===== config.mk =====
export PLATFORM = sky130hd
export DESIGN_NAME = dial_lock
export DESIGN_NICKNAME = d
export VERILOG_FILES = /design/src/rtl/dial_lock_pkg.sv /design/src/rtl/dial_op_check.sv /design/src/rtl/dial_lock_fsm.sv /design/src/rtl/dial_lock.sv
export SDC_FILE = /design/constraint.sdc
export NUM_CORES = 1
export LEC_CHECK = 0
export BUFFER_PORTS_ARGS = -buffer_cell sky130_fd_sc_hd__buf_4
export CAP_MARGIN = 20
export CORE_AREA = 2 2 39 41
export CTS_BUF_LIST = sky130_fd_sc_hd__clkbuf_8
export CTS_CLUSTER_DIAMETER = 120
export DETAILED_ROUTE_END_ITERATION = 16
export DIE_AREA = 0 0 41 43
export GPL_TIMING_DRIVEN = 1
export PLACE_DENSITY_LB_ADDON = 0.08
export REMOVE_ABC_BUFFERS = 1
export SLEW_MARGIN = 20
export SYNTH_ARGS = -nofsm -noshare
export SYNTH_HDL_FRONTEND = slang
export SYNTH_HIERARCHICAL = 1
export SYNTH_SLANG_ARGS = --single-unit

===== constraint.sdc =====
create_clock -name clk -period 2.1 [get_ports clk]
set_input_delay 0.42 -clock clk [delete_from_list [all_inputs] [get_ports clk]]
set_output_delay 0.42 -clock clk [all_outputs]
set_load 0.02 [all_outputs]

===== src/rtl/dial_lock_pkg.sv =====
package dial_lock_pkg;
  localparam int NUM_W     = 6;
  localparam int DIAL_LAST = 39;
  localparam int N_STEPS   = 3;

  typedef enum logic [1:0] {
    ST_IDLE = 2'b00,
    ST_ONE  = 2'b01,
    ST_TWO  = 2'b10,
    ST_OPEN = 2'b11
  } lock_state_e;

  typedef struct packed {
    logic             left;
    logic [NUM_W-1:0] num;
  } dial_op_t;

  // Direction demanded by combination step idx (1 = left)
  function automatic logic step_left(int idx);
    case (idx)
      1:       return 1'b1;
      default: return 1'b0;
    endcase
  endfunction

  // Dial position demanded by combination step idx
  function automatic logic [NUM_W-1:0] step_num(int idx);
    case (idx)
      0:       return NUM_W'(13);
      1:       return NUM_W'(22);
      default: return NUM_W'(3);
    endcase
  endfunction

  function automatic logic in_dial(logic [NUM_W-1:0] n);
    return n <= NUM_W'(DIAL_LAST);
  endfunction

  // State reached after completing the step expected in s
  function automatic lock_state_e advance(lock_state_e s);
    case (s)
      ST_IDLE: return ST_ONE;
      ST_ONE:  return ST_TWO;
      default: return ST_OPEN;
    endcase
  endfunction
endpackage


===== src/rtl/dial_op_check.sv =====
module dial_op_check
  import dial_lock_pkg::*;
(
  input  dial_op_t           op,
  output logic               in_range,
  output logic [N_STEPS-1:0] step_hit
);
  assign in_range = in_dial(op.num);

  for (genvar g = 0; g < N_STEPS; g++) begin : g_step
    assign step_hit[g] = in_range && (op.left == step_left(g)) && (op.num == step_num(g));
  end
endmodule


===== src/rtl/dial_lock_fsm.sv =====
module dial_lock_fsm
  import dial_lock_pkg::*;
(
  input  logic               clk,
  input  logic               rst,
  input  logic               op_valid,
  input  logic               relock,
  input  logic [N_STEPS-1:0] step_hit,
  output lock_state_e        state_q
);
  lock_state_e nxt;
  logic        exp_hit;     // operation is the step expected now
  logic        restart_hit; // operation is the first step

  always_comb begin
    case (state_q)
      ST_IDLE: exp_hit = step_hit[0];
      ST_ONE:  exp_hit = step_hit[1];
      ST_TWO:  exp_hit = step_hit[2];
      default: exp_hit = 1'b0;
    endcase
  end
  assign restart_hit = step_hit[0];

  always_comb begin
    nxt = state_q;
    if (state_q == ST_OPEN) begin
      if (relock) nxt = ST_IDLE;
    end else if (op_valid) begin
      if (exp_hit)          nxt = advance(state_q);
      else if (restart_hit) nxt = ST_ONE;
      else                  nxt = ST_IDLE;
    end
  end

  always_ff @(posedge clk) begin
    if (rst) state_q <= ST_IDLE;
    else     state_q <= nxt;
  end

  p_hold_no_strobe_r7: assert property (@(posedge clk) disable iff (rst)
    (!op_valid && state_q != ST_OPEN) |=> $stable(state_q));
  p_open_sticky_r8: assert property (@(posedge clk) disable iff (rst)
    (state_q == ST_OPEN && !relock) |=> state_q == ST_OPEN);
  p_relock_close_r9: assert property (@(posedge clk) disable iff (rst)
    (state_q == ST_OPEN && relock) |=> state_q == ST_IDLE);
  p_relock_ignored_r9: assert property (@(posedge clk) disable iff (rst)
    (state_q != ST_OPEN && !op_valid && relock) |=> $stable(state_q));
  p_wrong_op_r5: assert property (@(posedge clk) disable iff (rst)
    (op_valid && state_q != ST_OPEN && !exp_hit && !restart_hit) |=> state_q == ST_IDLE);
  p_restart_r6: assert property (@(posedge clk) disable iff (rst)
    (op_valid && state_q != ST_OPEN && !exp_hit && restart_hit) |=> state_q == ST_ONE);
endmodule


===== src/rtl/dial_lock.sv =====
module dial_lock
  import dial_lock_pkg::*;
(
  input  logic             clk,
  input  logic             rst,
  input  logic             op_valid,
  input  logic             op_left,
  input  logic [NUM_W-1:0] op_num,
  input  logic             relock,
  output logic             unlocked,
  output logic [1:0]       lock_state
);
  dial_op_t           op;
  logic               in_range;
  logic [N_STEPS-1:0] step_hit;
  lock_state_e        state_q;

  assign op = '{left: op_left, num: op_num};

  dial_op_check u_check (
    .op       (op),
    .in_range (in_range),
    .step_hit (step_hit)
  );

  dial_lock_fsm u_fsm (
    .clk      (clk),
    .rst      (rst),
    .op_valid (op_valid),
    .relock   (relock),
    .step_hit (step_hit),
    .state_q  (state_q)
  );

  assign lock_state = state_q;
  assign unlocked   = (state_q == ST_OPEN);

  p_open_via_last_r3: assert property (@(posedge clk) disable iff (rst)
    $rose(unlocked) |-> $past(op_valid && !op_left && op_num == NUM_W'(3)));
  p_out_of_range_r10: assert property (@(posedge clk) disable iff (rst)
    (op_valid && !in_range && state_q != ST_OPEN) |=> lock_state == 2'b00);
endmodule


; After elaboration in Yosys (flattened, before gate mapping)
; Cells that the tools add are included.
[totals]
word_cells = 25
ff_bits = 2
inputBits = 11
[op_classes]
reduce_logical = 8
eq_ne = 7
n_lt_le_gt_ge = 1
mux = 7
bitwise_logic = 1
[op_table]
columns = operator, count
row1 = 2-bit two-way mux, 4
row2 = 6-bit by 2-bit equality test with 1-bit output (second input constant), 1
row3 = 6-bit by 4-bit equality test with 1-bit output (second input constant), 1
row4 = 6-bit by 5-bit equality test with 1-bit output (second input constant), 1
row5 = 6-bit less-or-equal comparator (second input constant), 1
row6 = 1-bit logical AND, 5
row7 = 2-bit equality test (second input constant), 2
row8 = 2-bit one-hot mux with 2 select lines, 1
row9 = 1-bit one-hot mux with 3 select lines, 1
row10 = 2-bit by 1-bit equality test with 1-bit output (second input constant), 1
row11 = 2-bit zero test, 1
row12 = 2-bit != test (second input constant), 1
row13 = 2-bit AND reduction, 1
row14 = 2-bit nonzero test, 1
row15 = 1-bit two-way mux, 1
row16 = 1-bit inverter, 1

; Longest topological paths before layout
; Gate-level depths: netlist of run 1.
[logic_depth]
ltp_word = 7
ltp_mapped = 5

; Modules after synthesis
; The synthesis of run 1 kept the hierarchy.
[modules_own_cells]
columns = mod, cells_each, area_per_inst_um2, instances
row1 = dial_lock_fsm, 14, 125.1, 1
row2 = dial_op_check, 8, 56.3, 1
row3 = dial_lock, 1, 6.3, 1

; Worst setup path after synthesis of run 1
; OpenSTA, ideal clock, no wires.
[synth_timing]
path_type = input-to-reg
start = in op_num[4]
end = reg u_fsm.state_q[0]
arrival_time_ns = 1.383
setup_ns = 0.088
path_buffers = 0
setup_slack_ns = 0.630
stages = 4
required_ns = 2.012
cell_sequence = or3b_1 -> nor4_2 -> a21oi_1 -> nor4_2
[synth_between]
elab_chain_len = 7
word_cells_on_any_way = 14
[synth_lines]
columns = item, line_no
row1 = "start, declared", dial_lock.sv:8  ; input logic [NUM_W-1:0] op_num,
row2 = 6-bit less-or-equal comparator, dial_lock_pkg.sv:36  ; return n <= NUM_W'(DIAL_LAST);
row3 = 1-bit logical AND, dial_op_check.sv:11  ; assign step_hit[g] = in_range && (op.left == step_left(g)) && (op.num == step_num(g));
row4 = 1-bit logical AND *, dial_op_check.sv:11
row5 = via step_hit[0], dial_lock.sv:15  ; logic [N_STEPS-1:0] step_hit;
row6 = 1-bit one-hot mux with 3 select lines / 1-bit two-way mux (equally long branches), "dial_lock_fsm.sv:16, dial_lock_fsm.sv:31"
row7 = 2-bit two-way mux *, dial_lock_fsm.sv:30  ; if (exp_hit) nxt = advance(state_q);
row8 = 2-bit two-way mux *, dial_lock_fsm.sv:29  ; end else if (op_valid) begin
row9 = 2-bit two-way mux *, dial_lock_fsm.sv:27  ; if (state_q == ST_OPEN) begin
row10 = "end signal, assigned", dial_lock_fsm.sv:38  ; else state_q <= nxt;
row11 = "end, declared", dial_lock_fsm.sv:9  ; output lock_state_e state_q
; Mark *: on every way through the listed nets, which the timed path passes. The rest lies on a longest branch. The select of a mux whose other input is x is not followed.
; A chain may end at the register's enable or synchronous reset.

; Final worst setup path of run 1
; Same ends and word-level chain as after synthesis.

==> impl_metrics.env, run 1 <==
export IMPL_powerDensity_nw_per_um2=621.0
export IMPL_syn_area_um2=182.7
export IMPL_syn_area_per_cell_um2=8.303
export IMPL_drt_wirelength_per_cell_um=10.30
export IMPL_start_util=0.1320
export IMPL_end_kind="flip-flop"
export IMPL_cpMaxStageDelayCell="or3b_1"
export IMPL_finClkSkew_ns=0.003925
export IMPL_final_min_clock_period_ns=1.456
export IMPL_core_um2=1384
export IMPL_slew_violations=0
export IMPL_required_ns=2.22
export IMPL_die_w_um=41
export IMPL_largest_register="u_fsm/state_q"
export IMPL_chipHeight_um=43
export IMPL_leakagePower_nw=0.1420
export IMPL_rows=14
export IMPL_synth_warnings=6
export IMPL_fin_setup_tns_ns=0
export IMPL_worst_slew_pin_slew_ns=0.2552
export IMPL_min_from="rst"
export IMPL_largest_reg_flops=2
export IMPL_grt_max_degree=9
export IMPL_fin_ws_ns=0.6439
export IMPL_cts_tree="done"
export IMPL_post_cts_resized=0
export IMPL_rsz0062_at_grt="false"
export IMPL_start_kind="input port"
export IMPL_r2r_slack_ns=1.18
export IMPL_drc=0
export IMPL_nets=51
export IMPL_track_usage=0.06306
export IMPL_cts_hold_buffers=0
export IMPL_die_area_um2=1763
export IMPL_cts_buffers=3
export IMPL_worst_r2r_endpoint="u_fsm/state_q[0]$_SDFFE_PP0P_"
export IMPL_path_class="in2reg"
export IMPL_area_growth_pct=86.99
export IMPL_finalCritPeriodShare=0.6934
export IMPL_r2r_start="u_fsm/state_q[1]$_SDFFE_PP0P_"
export IMPL_num_antenna_cells=0
export IMPL_via_count=232
export IMPL_drive_gt1_frac=0.5263
export IMPL_hold_end="u_fsm/state_q[0]$_SDFFE_PP0P_"
export IMPL_reg_top3="u_fsm/state_q x2"
export IMPL_place_ws_ns=0.4294
export IMPL_fmax_ghz=0.6868
export IMPL_grt_pass1_vias=188
export IMPL_hold_viol=0
export IMPL_root_buffer="clkbuf_8"
export IMPL_clk_latency_ns=0.21
export IMPL_status="completed"
export IMPL_clock_sinks=2
export IMPL_io_buffers=13
export IMPL_setup_viol=0
export IMPL_clockBufferDepth=2
export IMPL_path_max_fanout=2
export IMPL_holdWs_ns=0.3788
export IMPL_cpMostUsedCell="nor4_2"
export IMPL_arrival_ns=1.58
export IMPL_slew_limit_headroom=0.8284
export IMPL_ant_nets=0
export IMPL_fin_util=0.2468
export IMPL_place_gp_congestion=0.6590
export IMPL_path_cells="buf_4, or3b_1, nor4_2, a21oi_1, nor4_2"
export IMPL_htreeDepth=1
export IMPL_postSynthCellCount=22
export IMPL_slowest_delay_ns=0.41
export IMPL_maxCapViolCount=0
export IMPL_first_iter_violations=6
export IMPL_clkTransAtPathRegs_ns=0.03
export IMPL_viasPerCell=4.296
export IMPL_drt_pass1_iterations=4
export IMPL_antenna_found_initial=0
export IMPL_grt_overflow=0
export IMPL_ios=14
export IMPL_r2r_cells=3
export IMPL_final_cell_mix="buf_4, clkbuf_8"
export IMPL_ir_drop_uv=276.1
export IMPL_min_path_type="in2reg"
export IMPL_holdPathStages=2
export IMPL_grt_pass1_wl_um=724
export IMPL_cts_setup_buffers=0
export IMPL_totalWireLength_um=556
export IMPL_layout_commonest_cell="buf_4"
-- per-stage QoR --
| step | cells | instance area, µm² | total power, mW |
|---|---|---|---|
| after floorplan | 22 | 182.7 | 0.04443 |
| final | 54 | 341.6 | 0.2121 |
| after CTS | 54 | 341.6 | 0.2155 |
| after global routing | 54 | 341.6 | 0.2194 |
| after detailed placement | 51 | 300.3 | 0.06250 |
| after global placement | 51 | 300.3 | 0.06233 |
-- worst max path at each step --
stage                         start                            end  slack (ns)  cells after the start
after floorplan           op_num[4]  u_fsm/state_q[0]$_SDFFE_PP0P_        0.63                      4
after global placement    op_num[3]  u_fsm/state_q[1]$_SDFFE_PP0P_        0.44                      6
after detailed placement  op_num[4]  u_fsm/state_q[0]$_SDFFE_PP0P_        0.43                      5
after CTS                 op_num[4]  u_fsm/state_q[0]$_SDFFE_PP0P_        0.64                      5
after global routing      op_num[4]  u_fsm/state_q[0]$_SDFFE_PP0P_        0.59                      5
final                     op_num[4]  u_fsm/state_q[0]$_SDFFE_PP0P_        0.64                      5
-- critical path: cells and delay by family --
kind	cells	cell delay, ns
AO/OA/AOI/OAI	1	0.13
buffers and inverters	1	0.11
AND/OR/NAND/NOR	3	0.92
-- power breakdown --
group	total [mW]	internal [mW]	switching (mW)
Combinational	0.0236	0.0151	0.00848
Sequential	0.0384	0.0384	0.0000560
Clock	0.150	0.121	0.0290
-- per-layer routing --
metal,wire [µm],global-route usage,share of wire
met5,0,0,0
met4,0,0.02000,0
met3,85,0.04712,0.15
met2,217,0.07500,0.39
met1,253,0.08599,0.46
-- cell type report --
class                      count  area (µm²)
multi-input combinational     20       142.6
tap                           16       20.02
fill                         147        1042
clock buffer                   3       41.29
timing repair buffer          13       97.59
sequential                     2       40.04
No activity file was read; power rests on OpenSTA's default activity.
==> run 2, diff against run 1 <==
==> constraint.sdc (replaced) <==
create_clock -name clk -period 1.25 [get_ports clk]
set_input_delay 0.25 -clock clk [delete_from_list [all_inputs] [get_ports clk]]
set_output_delay 0.25 -clock clk [all_outputs]
set_load 0.02 [all_outputs]
==> run 2 against run 1 <==
Clock skew is 0.0032 ns lower. Register-to-register slack worse by 0.89 ns. Via count is 6.0% higher. Count of clock-buffer cells in the layout stayed put. First-iteration DRC count is 67% higher. Worst hold slack worse by 0.16 ns. Critical path depth stayed put. Sequential power is 68% higher. Critical path type unchanged. Largest power group unchanged.
==> impl_metrics.env, run 2 (synthesis results as in run 1) <==
export IMPL_status="completed"
export IMPL_place_gp_congestion=0.6517
export IMPL_viasPerCell=4.393
export IMPL_use_met1=0.1146
export IMPL_clockBufferDepth=2
export IMPL_cts_buffers=3
export IMPL_worst_slew_pin_slew_ns=0.2470
export IMPL_root_buffer="clkbuf_8"
export IMPL_first_iter_violations=10
export IMPL_cpMaxStageDelayCell="or3b_4"
export IMPL_slew_violations=0
export IMPL_slowest_delay_ns=0.39
export IMPL_grt_pass1_vias=284
export IMPL_ant_nets=0
export IMPL_layout_commonest_cell="buf_4"
export IMPL_track_usage=0.08709
export IMPL_die_w_um=41
export IMPL_arrival_ns=1.36
export IMPL_num_antenna_cells=0
export IMPL_clk_latency_ns=0.21
export IMPL_finClkSkew_ns=0.0007128
export IMPL_r2r_slack_ns=0.29
export IMPL_grt_pass1_wl_mm=1.055
export IMPL_cp_top_family="simple AND/OR/NAND/NOR gates"
export IMPL_worst_path_buf_inv=1
export IMPL_antenna_found_initial=0
export IMPL_grt_overflow=0
export IMPL_core_um2=1384
export IMPL_chipHeight_um=43
export IMPL_cts_tree="done"
export IMPL_start_kind="input port"
export IMPL_clkTransAtPathRegs_ns=0.03
export IMPL_min_path_type="in2reg"
export IMPL_rsz0062_at_grt="true"
export IMPL_dp_hpwl_um=498.5
export IMPL_fin_util=0.2767
export IMPL_clock_sinks=2
export IMPL_setup_viol=0
export IMPL_path_class="in2reg"
export IMPL_hold_viol=0
export IMPL_final_cell_mix="buf_4, clkbuf_8"
export IMPL_fill_cells=152
export IMPL_die_area_um2=1763
export IMPL_rows=14
export IMPL_largest_register="u_fsm/state_q"
export IMPL_final_cells=56
export IMPL_powerDensity_nw_per_um2=964.8
export IMPL_reg_top3="u_fsm/state_q x2"
export IMPL_maxCapViolCount=0
export IMPL_holdWs_ns=0.2156
export IMPL_htreeDepth=1
export IMPL_drive_gt1_frac=0.6500
export IMPL_place_ws_ns=-0.2725
export IMPL_io_buffers=13
export IMPL_largest_reg_flops=2
export IMPL_ir_drop_uv=222.3
export IMPL_final_min_clock_period_ns=1.240
export IMPL_slew_limit_headroom=0.8341
export IMPL_drt_wirelength_per_cell_um=11.93
export IMPL_drt_pass1_iterations=4
export IMPL_placed_cells=53
export IMPL_fmax_ghz=0.8063
export IMPL_leakagePower_nw=0.1579
export IMPL_ios=14
export IMPL_nets=53
export IMPL_via_count=246
export IMPL_area_growth_pct=109.6
export IMPL_grt_busiest_layer="met2"
export IMPL_fin_setup_tns_ns=0
export IMPL_start_util=0.1320
export IMPL_totalWireLength_um=668
export IMPL_grtUsageMet2=0.1219
export IMPL_drc=0
export IMPL_fin_ws_ns=0.009833
export IMPL_path_max_fanout=2
export IMPL_path_cells="buf_4, or3b_4, nor4_4, a21oi_2, nor4_2"
export IMPL_use_met3=0
export IMPL_finalCritPeriodShare=0.9921
export IMPL_required_ns=1.37
export IMPL_end_kind="flip-flop"
export IMPL_grt_max_degree=9
## run 2: timing repair
item                                    4_1_cts  5_1_grt
buffers inserted                              0        0
gates resized for setup                       5        1
endpoints found under the setup margin        1        3
hold buffers                                  0        0
## run 2: where the power goes
group / internal, mW / switching [mW]
logic: 0.0335 / 0.0200
registers: 0.0645 / 0.0000945
clock network: 0.203 / 0.0479
## run 2: stage by stage
step / total power, mW / area, µm²
after detailed placement: 0.1102 / 315.3
final: 0.3694 / 382.9
after floorplan: 0.07464 / 182.7
after global routing: 0.3847 / 382.9
after CTS: 0.3744 / 380.4
after global placement: 0.1089 / 315.3
## run 2: worst paths after layout
path,from,endpoint,depth (start not counted)
worst max-delay path,op_left,u_fsm/state_q[0]$_SDFFE_PP0P_,5
worst max register to register,u_fsm/state_q[1]$_SDFFE_PP0P_,u_fsm/state_q[0]$_SDFFE_PP0P_,3
worst min-delay path,rst,u_fsm/state_q[0]$_SDFFE_PP0P_,2
worst min register to register,u_fsm/state_q[1]$_SDFFE_PP0P_,u_fsm/state_q[1]$_SDFFE_PP0P_,2
## run 2: layout make-up
type | count | area, µm² | area share
clock buffer | 3 | 41.29 | 0.1078
multi-input combinational | 20 | 165.2 | 0.4314
tap | 16 | 20.02 | 0.05229
sequential | 2 | 40.04 | 0.1046
timing repair buffer | 15 | 116.4 | 0.3039
## run 2: metal layers
metal	part of all wire	vias to the layer above
met4	0	0
met1	0.47	114
met5	0	-
met2	0.46	11
met3	0.073	0
li1	-	121
